===== src/rtl/txf_pkg.sv =====
package txf_pkg;

  typedef enum logic [2:0] {
    F_IDLE,
    F_PRE,
    F_SYNC,
    F_ADDR,
    F_DATA,
    F_CRCH,
    F_CRCL
  } field_e;

  localparam logic [7:0]  PRE_BYTE  = 8'hAA;
  localparam logic [15:0] CRC_POLY  = 16'h1021;
  localparam logic [15:0] CRC_SEED  = 16'hFFFF;

  function automatic logic [15:0] crc_step(input logic [15:0] c, input logic [7:0] b);
    logic [15:0] r;
    r = c ^ {b, 8'h00};
    for (int i = 0; i < 8; i++) begin
      r = r[15] ? ((r << 1) ^ CRC_POLY) : (r << 1);
    end
    return r;
  endfunction

endpackage


===== src/rtl/txf_fifo.sv =====
module txf_fifo #(
  parameter int DEPTH = 64,
  parameter int W     = 8
) (
  input  logic         clk,
  input  logic         rst_n,
  input  logic         wr_en,
  input  logic [W-1:0] wr_data,
  input  logic         rd_en,
  output logic [W-1:0] rd_data,
  output logic         full,
  output logic         empty
);
  localparam int AW = (DEPTH > 1) ? $clog2(DEPTH) : 1;
  localparam int CW = $clog2(DEPTH + 1);

  logic [W-1:0]  mem [DEPTH];
  logic [AW-1:0] wp_q, wp_d, rp_q, rp_d;
  logic [CW-1:0] cnt_q, cnt_d;
  logic          push, pull;

  assign full    = (cnt_q == CW'(DEPTH));
  assign empty   = (cnt_q == '0);
  assign push    = wr_en && !full;
  assign pull    = rd_en && !empty;
  assign rd_data = mem[rp_q];

  always_comb begin
    wp_d  = wp_q;
    rp_d  = rp_q;
    cnt_d = cnt_q;
    if (push) wp_d = (wp_q == AW'(DEPTH - 1)) ? '0 : wp_q + 1'b1;
    if (pull) rp_d = (rp_q == AW'(DEPTH - 1)) ? '0 : rp_q + 1'b1;
    if (push && !pull) cnt_d = cnt_q + 1'b1;
    else if (pull && !push) cnt_d = cnt_q - 1'b1;
  end

  always_ff @(posedge clk or negedge rst_n) begin
    if (!rst_n) begin
      wp_q  <= '0;
      rp_q  <= '0;
      cnt_q <= '0;
    end else begin
      wp_q  <= wp_d;
      rp_q  <= rp_d;
      cnt_q <= cnt_d;
    end
  end

  always_ff @(posedge clk) begin
    if (push) mem[wp_q] <= wr_data;
  end

endmodule


===== src/rtl/txf_crc16.sv =====
module txf_crc16 (
  input  logic        clk,
  input  logic        rst_n,
  input  logic        init,
  input  logic        upd,
  input  logic [7:0]  din,
  output logic [15:0] crc
);
  import txf_pkg::*;

  logic [15:0] crc_q, crc_d;

  always_comb begin
    crc_d = crc_q;
    if (init)     crc_d = CRC_SEED;
    else if (upd) crc_d = crc_step(crc_q, din);
  end

  always_ff @(posedge clk or negedge rst_n) begin
    if (!rst_n) crc_q <= CRC_SEED;
    else        crc_q <= crc_d;
  end

  assign crc = crc_q;

endmodule


===== src/rtl/txf_shifter.sv =====
module txf_shifter #(
  parameter int W = 8
) (
  input  logic         clk,
  input  logic         rst_n,
  input  logic         clr,
  input  logic         load,
  input  logic [W-1:0] din,
  input  logic         step,
  output logic         dout,
  output logic         last
);
  localparam int BW = (W > 1) ? $clog2(W) : 1;

  logic [W-1:0]  sh_q, sh_d;
  logic [BW-1:0] bc_q, bc_d;

  always_comb begin
    sh_d = sh_q;
    bc_d = bc_q;
    if (clr) begin
      sh_d = '0;
      bc_d = '0;
    end else if (load) begin
      sh_d = din;
      bc_d = '0;
    end else if (step) begin
      sh_d = {sh_q[W-2:0], 1'b0};
      bc_d = bc_q + 1'b1;
    end
  end

  always_ff @(posedge clk or negedge rst_n) begin
    if (!rst_n) begin
      sh_q <= '0;
      bc_q <= '0;
    end else begin
      sh_q <= sh_d;
      bc_q <= bc_d;
    end
  end

  assign dout = sh_q[W-1];
  assign last = (bc_q == BW'(W - 1));

endmodule


===== src/rtl/pkt_tx_framer.sv =====
module pkt_tx_framer #(
  parameter int DEPTH      = 64,
  parameter int LEN_W      = 7,
  parameter int PRE_MAX    = 4,
  parameter int SYNC_BYTES = 4
) (
  input  logic                    clk,
  input  logic                    rst_n,
  input  logic [1:0]              radio_mode,
  input  logic                    len_var_sel,
  input  logic [LEN_W-1:0]        pay_len,
  input  logic                    addr_en,
  input  logic [7:0]              node_addr,
  input  logic                    crc_en,
  input  logic [((PRE_MAX > 1) ? $clog2(PRE_MAX) : 1)-1:0]       pre_len,
  input  logic [((SYNC_BYTES > 1) ? $clog2(SYNC_BYTES) : 1)-1:0] sync_len,
  input  logic [8*SYNC_BYTES-1:0] sync_word,
  input  logic                    irq_sel,
  input  logic                    wr_en,
  input  logic [7:0]              wr_data,
  input  logic                    start,
  input  logic                    bit_en,
  output logic                    tx_bit,
  output logic                    tx_active,
  output logic                    tx_stop,
  output logic                    underflow,
  output logic                    fifo_full,
  output logic                    irq1
);
  import txf_pkg::*;

  localparam int PW      = (PRE_MAX > 1) ? $clog2(PRE_MAX) : 1;
  localparam int SW      = (SYNC_BYTES > 1) ? $clog2(SYNC_BYTES) : 1;
  localparam int LEN_MAX = (1 << LEN_W) - 1;
  localparam int LIM     = (DEPTH < LEN_MAX) ? DEPTH : LEN_MAX;

  field_e state_q, state_d, nf, af_sync, af_data;
  logic [LEN_W-1:0] cnt_q, cnt_d, len_q, len_in, data_total;
  logic [PW-1:0]    pre_q;
  logic [SW-1:0]    sync_q, sync_sel;
  logic [8*SYNC_BYTES-1:0] syncw_q;
  logic [7:0]       node_q;
  logic             addr_q, crcen_q;
  logic             stop_q, stop_d, ufl_q, ufl_d;
  logic             cfg_ld, stay, mode_ok;
  logic             ld, clr, pop, crc_upd, crc_init;
  logic [7:0]       ld_byte, fifo_dout;
  logic             fifo_empty, last_bit, sh_bit;
  logic [15:0]      crc_val;
  logic [7:0]       sync_bytes [SYNC_BYTES];

  for (genvar g = 0; g < SYNC_BYTES; g++) begin : g_sync
    assign sync_bytes[g] = syncw_q[8*g +: 8];
  end

  txf_fifo #(.DEPTH(DEPTH), .W(8)) u_fifo (
    .clk(clk), .rst_n(rst_n), .wr_en(wr_en), .wr_data(wr_data),
    .rd_en(pop), .rd_data(fifo_dout), .full(fifo_full), .empty(fifo_empty)
  );

  txf_crc16 u_crc (
    .clk(clk), .rst_n(rst_n), .init(crc_init), .upd(crc_upd),
    .din(ld_byte), .crc(crc_val)
  );

  txf_shifter #(.W(8)) u_shift (
    .clk(clk), .rst_n(rst_n), .clr(clr), .load(ld), .din(ld_byte),
    .step(bit_en && tx_active), .dout(sh_bit), .last(last_bit)
  );

  assign mode_ok    = radio_mode[1] && !len_var_sel;
  assign len_in     = (pay_len > LEN_W'(LIM)) ? LEN_W'(LIM) : pay_len;
  assign data_total = (addr_q && len_q != '0) ? len_q - 1'b1 : len_q;
  assign af_data    = crcen_q ? F_CRCH : F_IDLE;
  assign af_sync    = (len_q == '0) ? af_data : (addr_q ? F_ADDR : F_DATA);

  always_comb begin
    state_d  = state_q;
    cnt_d    = cnt_q;
    nf       = F_IDLE;
    stay     = 1'b0;
    ld       = 1'b0;
    ld_byte  = '0;
    clr      = 1'b0;
    pop      = 1'b0;
    crc_upd  = 1'b0;
    crc_init = 1'b0;
    cfg_ld   = 1'b0;
    stop_d   = stop_q;
    ufl_d    = ufl_q;
    sync_sel = '0;
    if (state_q == F_IDLE) begin
      if (start && mode_ok) begin
        state_d  = F_PRE;
        cnt_d    = '0;
        ld       = 1'b1;
        ld_byte  = PRE_BYTE;
        crc_init = 1'b1;
        cfg_ld   = 1'b1;
        stop_d   = 1'b0;
        ufl_d    = 1'b0;
      end
    end else if (bit_en && last_bit) begin
      unique case (state_q)
        F_PRE: begin
          stay = (cnt_q < LEN_W'(pre_q));
          nf   = stay ? F_PRE : F_SYNC;
        end
        F_SYNC: begin
          stay = (cnt_q < LEN_W'(sync_q));
          nf   = stay ? F_SYNC : af_sync;
        end
        F_ADDR: nf = (data_total == '0) ? af_data : F_DATA;
        F_DATA: begin
          stay = ((cnt_q + 1'b1) < data_total);
          nf   = stay ? F_DATA : af_data;
        end
        F_CRCH: nf = F_CRCL;
        default: nf = F_IDLE;
      endcase
      cnt_d    = stay ? cnt_q + 1'b1 : '0;
      state_d  = nf;
      sync_sel = sync_q - cnt_d[SW-1:0];
      unique case (nf)
        F_PRE: begin
          ld      = 1'b1;
          ld_byte = PRE_BYTE;
        end
        F_SYNC: begin
          ld      = 1'b1;
          ld_byte = sync_bytes[sync_sel];
        end
        F_ADDR: begin
          ld      = 1'b1;
          ld_byte = node_q;
          crc_upd = 1'b1;
        end
        F_DATA: begin
          if (fifo_empty) begin
            state_d = F_IDLE;
            ufl_d   = 1'b1;
            clr     = 1'b1;
          end else begin
            ld      = 1'b1;
            pop     = 1'b1;
            ld_byte = fifo_dout;
            crc_upd = 1'b1;
          end
        end
        F_CRCH: begin
          ld      = 1'b1;
          ld_byte = crc_val[15:8];
        end
        F_CRCL: begin
          ld      = 1'b1;
          ld_byte = crc_val[7:0];
        end
        default: begin
          clr    = 1'b1;
          stop_d = 1'b1;
        end
      endcase
    end
  end

  always_ff @(posedge clk or negedge rst_n) begin
    if (!rst_n) begin
      state_q <= F_IDLE;
      cnt_q   <= '0;
      stop_q  <= 1'b0;
      ufl_q   <= 1'b0;
    end else begin
      state_q <= state_d;
      cnt_q   <= cnt_d;
      stop_q  <= stop_d;
      ufl_q   <= ufl_d;
    end
  end

  always_ff @(posedge clk or negedge rst_n) begin
    if (!rst_n) begin
      len_q   <= '0;
      pre_q   <= '0;
      sync_q  <= '0;
      syncw_q <= '0;
      node_q  <= '0;
      addr_q  <= 1'b0;
      crcen_q <= 1'b0;
    end else if (cfg_ld) begin
      len_q   <= len_in;
      pre_q   <= pre_len;
      sync_q  <= sync_len;
      syncw_q <= sync_word;
      node_q  <= node_addr;
      addr_q  <= addr_en;
      crcen_q <= crc_en;
    end
  end

  assign tx_active = (state_q != F_IDLE);
  assign tx_bit    = tx_active && sh_bit;
  assign tx_stop   = stop_q;
  assign underflow = ufl_q;
  assign irq1      = irq_sel ? stop_q : fifo_full;

endmodule


===== config.mk =====
export PLATFORM = sky130hd
export DESIGN_NAME = pkt_tx_framer
export DESIGN_NICKNAME = d
export VERILOG_FILES = /design/src/rtl/txf_pkg.sv /design/src/rtl/txf_fifo.sv /design/src/rtl/txf_crc16.sv /design/src/rtl/txf_shifter.sv /design/src/rtl/pkt_tx_framer.sv
export SDC_FILE = /design/constraint.sdc
export NUM_CORES = 1
export LEC_CHECK = 0
export BUFFER_PORTS_ARGS = -buffer_cell sky130_fd_sc_hd__buf_2
export CAP_MARGIN = 20
export CELL_PAD_IN_SITES_DETAIL_PLACEMENT = 1
export CELL_PAD_IN_SITES_GLOBAL_PLACEMENT = 2
export CORE_MARGIN = 2
export CORE_UTILIZATION = 36
export DETAILED_ROUTE_END_ITERATION = 16
export PLACE_DENSITY = 0.64
export REMOVE_ABC_BUFFERS = 1
export SYNTH_ARGS = -nofsm -noshare
export SYNTH_HDL_FRONTEND = slang
export SYNTH_SLANG_ARGS = --single-unit

===== constraint.sdc =====
create_clock -name clk -period 10.69 [get_ports clk]
set_input_delay 1.069 -clock clk [delete_from_list [all_inputs] [get_ports clk]]
set_output_delay 1.069 -clock clk [all_outputs]
set_load 0.05 [all_outputs]

==> impl_results.md, run 1 <==
* Status: completed
* NetSw at 2.30 mW
* Top Ports at 76
* Min Hold Slack at 469 ps
* Async SR Flop Fraction at 17.8%
* First-pass GRT wire length at 100000 um
* CTS Buf Count at 70
* Clk slew on worst S/H paths at 50 ps
* Die area at 76400 um^2
* Achievable Freq at 0.162 GHz
* Dpl hpwl at 41000 um
* Synth warnings at 0
* CTS H-tree depth at 3
* Layout cells sized above 1 at 24.1%
* Switching Share at 31.6%
* Syn avg cell area at 16.9 um^2
* Crit path cell chain: inv_1 > ha_1 > or4b_1 > o311a_1 > a21oi_1 > ha_1 > and2_1 > a221oi_4 > nand3_1 > a31oi_1 > ha_1 > mux4_1 > a211o_1 > a211oi_4 > xnor2_2 > xnor3_1 > a21oi_1
* Placed cell count at 2555
* # clock sinks at 623
* Drt wl/cell at 24.6 um
* Post-DP Area at 28100 um^2
* Antenna violations before repair at 1
* Total core area at 73200 um^2
* Overall Global Routing Usage at 17.4%
* Critical path peak fanout at 9
* VDD IR-drop max at 146 uV
* Final wirelength at 65800 um
* Combinational share of power at 25.8%
* Drt drc at 0
* Critical Path RT at 11230 ps
* Area Growth Syn to Fin at 13.4%
* DR iter-0 viols at 1226
* CTS resizes at 0
* MaxCap Viol Count at 0
* Layout Skew at 31.2 ps
* Relative slew slack at 29.0%
* Initial Util at 36.5%
* Worst Path Arrival at 6710 ps
* CTS tree: done
* Crit-path max cell delay at 730 ps
* CTS Root Cell: clkbuf_16
* Final std cells w/o fill at 2680
* Skew-Pair Late Insertion Delay at 630 ps
* Slowest cell on the critical path: mux4_1
* IO buf count at 74
* Sequential cell area fraction in the yosys report at 68.0%
* DR vias at 14382
* Clock Path Buffers at 3
* Setup TNS at 0 ps
* RSZ-0062 raised after global routing: false
* EDFF count, synth at 512
* Tmin final at 6170 ps
* Final Cell Area at 30300 um^2
* Final setup margin at 4520 ps
* Setup violators final at 0
* Postcts setup bufs at 0
* DIE HEIGHT at 276 um
* Die width at 276 um
* Period utilization at 57.7%
* Ant diodes at 0
* Final Hold Viols at 0
* FF+latch count, synth at 623
* Gpl congestion at 0.774
* Vias/cell at 5.37
* CP Launch Type: register
* Net count, final at 1766
* Hold buffer count at CTS at 0
* R2R setup slack at 4520 ps
* PwrDens at 240 nW/um^2
* WP buf/inv at 1
* Vias in the first global route at 15450
* Pin count of the biggest net entering global routing at 104
* Final ANT Viol Nets at 0
* Syn Inst Count at 1584
* Crit path capture type: register
* Synth Cell Area at 26700 um^2
* Dpl ws at 4440 ps
* Length of the first detailed-routing pass in iterations at 5
* Clock power share at 31.3%
* Main synth FF type: edfxtp_1
* Most used cell, CP: ha_1
* Crit Path Class: reg -> reg
* Power share of the sequential group at 42.9%
* Leak Pwr at 10.2 nW
* Row cnt at 99
* Path type of the worst min-delay path: reg -> reg
* Netlist cell types at 91
* Internal power at 4.98 mW
* Total gr overflow at 0
* Worst Tran Pin Value at 1060 ps
* Slew Limit Fails at 0
* Delay-heaviest family, CP: compound AO/OA/AOI/OAI gates
power groups by stage:
stage | sequential, mW | combinational (mW) | clock [mW]
after CTS | 3.13 | 1.92 | 2.34
after global placement | 3.16 | 1.87 | 0
after detailed placement | 3.18 | 1.91 | 0
after floorplan | 3.15 | 1.36 | 0
after global routing | 3.17 | 2.07 | 2.43
final | 3.13 | 1.88 | 2.28
synth_stat cells (10+ instances only):
cell,count,area share (%)
edfxtp_1,512,58
nand2_1,189,2.7
mux4_2,158,13
nor2_1,107,1.5
dfrtp_1,95,8.9
o21ai_0,42,0.79
clkbuf_1,41,0.58
a21oi_1,39,0.73
inv_1,25,0.35
ha_1,22,1.0
nand3_1,21,0.39
mux2i_1,18,0.67
nor3_1,17,0.32
a211oi_1,16,0.45
dfstp_2,16,1.6
buf_2,15,0.28
xnor2_1,15,0.49
and2_1,14,0.33
o211ai_1,11,0.31
xor2_1,11,0.36
buf_1,10,0.14
metrics by stage:
stage,power (mW),util [%]
2_1_floorplan,4.51,-
3_3_place_gp,5.04,38.3
3_5_place_dp,5.09,38.3
4_1_cts,7.39,41.3
5_1_grt,7.66,41.4
6_report,7.28,41.4
registers in the layout, indices dropped and copies added, names as in the netlist:
signal	flops
u_shift.sh_q	8
syncw_q	32
node_q	8
sync_q	2
state_q	3
u_fifo.rp_q	6
addr_q	1
u_fifo.mem	512
u_crc.crc	16
pre_q	2
underflow	1
u_shift.bc_q	3
u_fifo.wp_q	6
len_q	7
u_fifo.cnt_q	7
crcen_q	1
cnt_q	7
tx_stop	1
final cells by class:
class	count	area, um^2
clock buffer	83	1800
clock inverter	37	353
fill	7156	42900
inverter	25	93.8
multi-input combinational	855	8050
sequential	623	18200
tap	959	1200
timing repair buffer	98	623
final timing paths:
check,startpoint,end,depth (start not counted)
worst min register to register,syncw_q[14],syncw_q[14],2
worst max register to register,len_q[0],u_crc.crc[12],17
worst min-delay path,syncw_q[14],syncw_q[14],2
min in group asynchronous,rst_n,u_fifo.cnt_q[3],1
max in group asynchronous,rst_n,node_q[6],2
worst max-delay path,len_q[0],u_crc.crc[12],17
cells by family (layout without fill, tap and decap cells):
| kind of cell | after synthesis | after routing | share of synthesized area [%] |
|---|---|---|---|
| flip-flops | 623 | 623 | 68.0 |
| XOR/XNOR | 33 | 33 | 1.44 |
| adder cells (fa/ha/maj) | 23 | 23 | 1.11 |
| AND/OR/NAND/NOR | 413 | 413 | 7.00 |
| multiplexers | 191 | 191 | 15.0 |
| buffers and inverters | 106 | 243 | 1.85 |
| AO/OA/AOI/OAI | 195 | 195 | 5.55 |
layout by cell type (no fill, tap or decap), types with 5 or more instances in the layout:
cell type  Yosys  routed
xnor2_1       15      15
inv_1         25      25
a31o_2         5       5
a211oi_1      16      16
mux4_2       158     158
xor2_1        11      11
buf_4          9      20
xnor3_1        5       5
mux2_2         8       8
and3_1         9       9
edfxtp_1     512     512
a21oi_1       39      39
and2_1        14      14
nor2_1       107     107
mux2i_1       18      18
nand3_1       21      21
nor3_1        17      16
clkbuf_16      0      70
nand3b_1       9       9
mux4_1         7       7
buf_2         15      73
dfrtp_1       95      92
nand2_1      189     189
dfstp_2       16      16
nor4_1         6       6
a32o_1         5       5
clkinv_1       0      15
a31oi_1        7       7
o21a_1         8       8
clkinv_2       0      11
o21ai_0       42      41
clkbuf_1      41      13
nand2b_1       6       6
ha_1          22      22
a21o_1         6       6
nor2b_1        9       9
o211ai_1      11      11
layer usage:
layer / track usage (%) / share of wire (%) / vias to the layer above
met1: 23.4 / 44 / 7613
met4: 4.71 / 2.3 / 0
li1: - / - / 6410
met2: 29.4 / 50 / 250
met5: 0 / 0 / -
met3: 2.77 / 3.2 / 109
worst reg2reg max path, delay by kind of cell (launching register included):
family / cells / cell delay (ps)
AO/OA/AOI/OAI: 7 / 2090
AND/OR/NAND/NOR: 3 / 1070
adder cells (fa/ha/maj): 3 / 1000
multiplexers: 1 / 740
XOR/XNOR: 2 / 580
flip-flops: 1 / 430
buffers and inverters: 1 / 200
(Power assumes the default switching activity.)
==> inputs of run 2 (changes only) <==
- PLACE_DENSITY: 0.64 -> 0.67
- clock period: 10.69 -> 5.6 ns (I/O delays scaled with it)
==> run 2 against run 1 <==
Effect of this change: global-route usage rose by 0.37 points; power up 99%; largest power group unchanged; clock skew down 3.2 ps; largest cell class unchanged; setup slack got worse by 4300 ps; register-to-register slack got worse by 4300 ps; critical path type unchanged; highest routed layer unchanged; hold slack worse by 310 ps; flip-flop and latch count stayed put; utilization is 0.89 points higher; sequential share of layout area decreased by 1.3 points; clock power grew 99%; count of clock-buffer cells in the layout increased by 6.
==> impl_results.md, run 2 (synthesis results as in run 1) <==
* Status: completed
* Slew Limit Fails at 0
* Slowest cell on the critical path: or4b_1
* Final ANT Viol Nets at 0
* Tmin final at 5340 ps
* Length of the first detailed-routing pass in iterations at 5
* Min Hold Slack at 158 ps
* Drt drc at 0
* DR vias at 14705
* Placed cell count at 2603
* Skew-Pair Late Insertion Delay at 610 ps
* Crit Path Class: reg -> reg
* Row cnt at 99
* Crit-path max cell delay at 460 ps
* Top Ports at 76
* Most frequent cells in the layout: edfxtp_1 (512), nand2_1 (188), mux4_2 (159)
* Die area at 76400 um^2
* Area Growth Syn to Fin at 15.9%
* CTS H-tree depth at 3
* PwrDens at 469 nW/um^2
* VDD IR-drop max at 274 uV
* Die width at 276 um
* Total core area at 73200 um^2
* Setup TNS at 0 ps
* Achievable Freq at 0.187 GHz
* Post-DP Area at 28500 um^2
* Setup violators final at 0
* Top reg by flops: u_fifo.mem
* Path type of the worst min-delay path: in -> reg
* Net count, final at 1818
* Final wirelength at 67400 um
* Overall Global Routing Usage at 17.8%
* Crit path capture type: register
* Initial Util at 36.5%
* Vias/cell at 5.37
* DR iter-0 viols at 959
* Antenna violations before repair at 0
* Ant diodes at 0
* Final Hold Viols at 0
* Layout Skew at 28.0 ps
* IO buf count at 74
* Total gr overflow at 0
* Gpl congestion at 0.782
* CTS Root Cell: clkbuf_16
* Worst Tran Pin Value at 1050 ps
* CTS Buf Count at 71
* DIE HEIGHT at 276 um
* Max reg flops at 512
* Clock Path Buffers at 3
* Final Cell Area at 31000 um^2
* Worst Path Arrival at 5860 ps
* Delay-heaviest family, CP: compound AO/OA/AOI/OAI gates
* Pin count of the biggest net entering global routing at 75
* MaxCap Viol Count at 0
* WP buf/inv at 2
* CTS tree: done
* Final std cells w/o fill at 2740
* Critical path peak fanout at 9
* Leak Pwr at 10.5 nW
* CP Launch Type: register
* Vias in the first global route at 15755
* Crit path cell chain: inv_2 > ha_2 > or4b_1 > o311a_1 > a21oi_2 > ha_1 > and2_1 > a221oi_4 > o2111ai_4 > a31oi_4 > ha_2 > xnor2_2 > xnor2_4 > buf_12 > mux4_2 > a211o_1 > a211oi_4 > xnor2_2 > xnor3_1 > a21oi_1
* Number of fill cells in the layout at 7123
* Drt wl/cell at 24.6 um
* # clock sinks at 623
* Critical Path RT at 6130 ps
* Clk slew on worst S/H paths at 60 ps
* Most common cell after layout, fill and taps aside: edfxtp_1
* First-pass GRT wire length at 102000 um
* Dpl hpwl at 43000 um
* Layout cells sized above 1 at 27.3%
* Relative slew slack at 29.8%
* Period utilization at 95.3%
==> run 2: final timing paths <==
path	cells after the start	startpoint	slack (ps)	end
max	20	len_q[1]	260	u_crc.crc[12]
min	3	sync_word[7]	160	syncw_q[7]
max reg2reg	20	len_q[1]	260	u_crc.crc[12]
min reg2reg	2	syncw_q[25]	470	syncw_q[25]
max in group asynchronous	4	rst_n	4010	u_crc.crc[14]
min in group asynchronous	2	rst_n	380	u_fifo.cnt_q[3]
==> run 2: metrics by stage <==
stage	utilization, %	power, mW	setup WS [ps]
after floorplan	-	8.60	-2340
after global placement	38.9	9.93	167
after detailed placement	38.9	10.0	116
after CTS	42.0	14.6	87.8
after global routing	42.3	15.2	-22.7
final	42.3	14.5	265
==> run 2: per-layer routing <==
metal | routed length (um) | vias up | share of wire (%) | global-route usage, %
li1 | - | 6539 | - | -
met1 | 28500 | 7739 | 42 | 23.0
met2 | 34400 | 329 | 51 | 30.7
met3 | 2940 | 98 | 4.4 | 3.04
met4 | 1530 | 0 | 2.3 | 5.09
met5 | 0 | - | 0 | 0
==> run 2: worst register-to-register path, cell delays in order (launching register included) <==
cell and delay, ps:
dfrtp_1 430, inv_2 90, ha_2 190, or4b_1 460
o311a_1 350, a21oi_2 160, ha_1 230, and2_1 180
a221oi_4 390, o2111ai_4 210, a31oi_4 210, ha_2 210
xnor2_2 160, xnor2_4 170, buf_12 150, mux4_2 340
a211o_1 350, a211oi_4 320, xnor2_2 180, xnor3_1 350
a21oi_1 170
==> run 2: where the power goes <==
group	switching, mW	internal, mW
Combinational	2.22	1.83
Sequential	0.399	5.54
Clock	1.90	2.63
==> run 2: final cells by class <==
type	instances	area [um^2]	area share (%)
clock buffer	89	1880	6.06
clock inverter	40	377	1.22
inverter	25	93.8	0.303
multi-input combinational	855	8130	26.3
sequential	623	18200	58.7
tap	959	1200	3.88
timing repair buffer	149	1100	3.54
==> run 2: repair_timing <==
action                                 in CTS  in global routing
setup buffers                               0                  2
hold buffers                                0                  1
gates resized for setup                     0                 17
setup endpoints to repair                   0                 11
endpoints found under the hold margin       0                 14
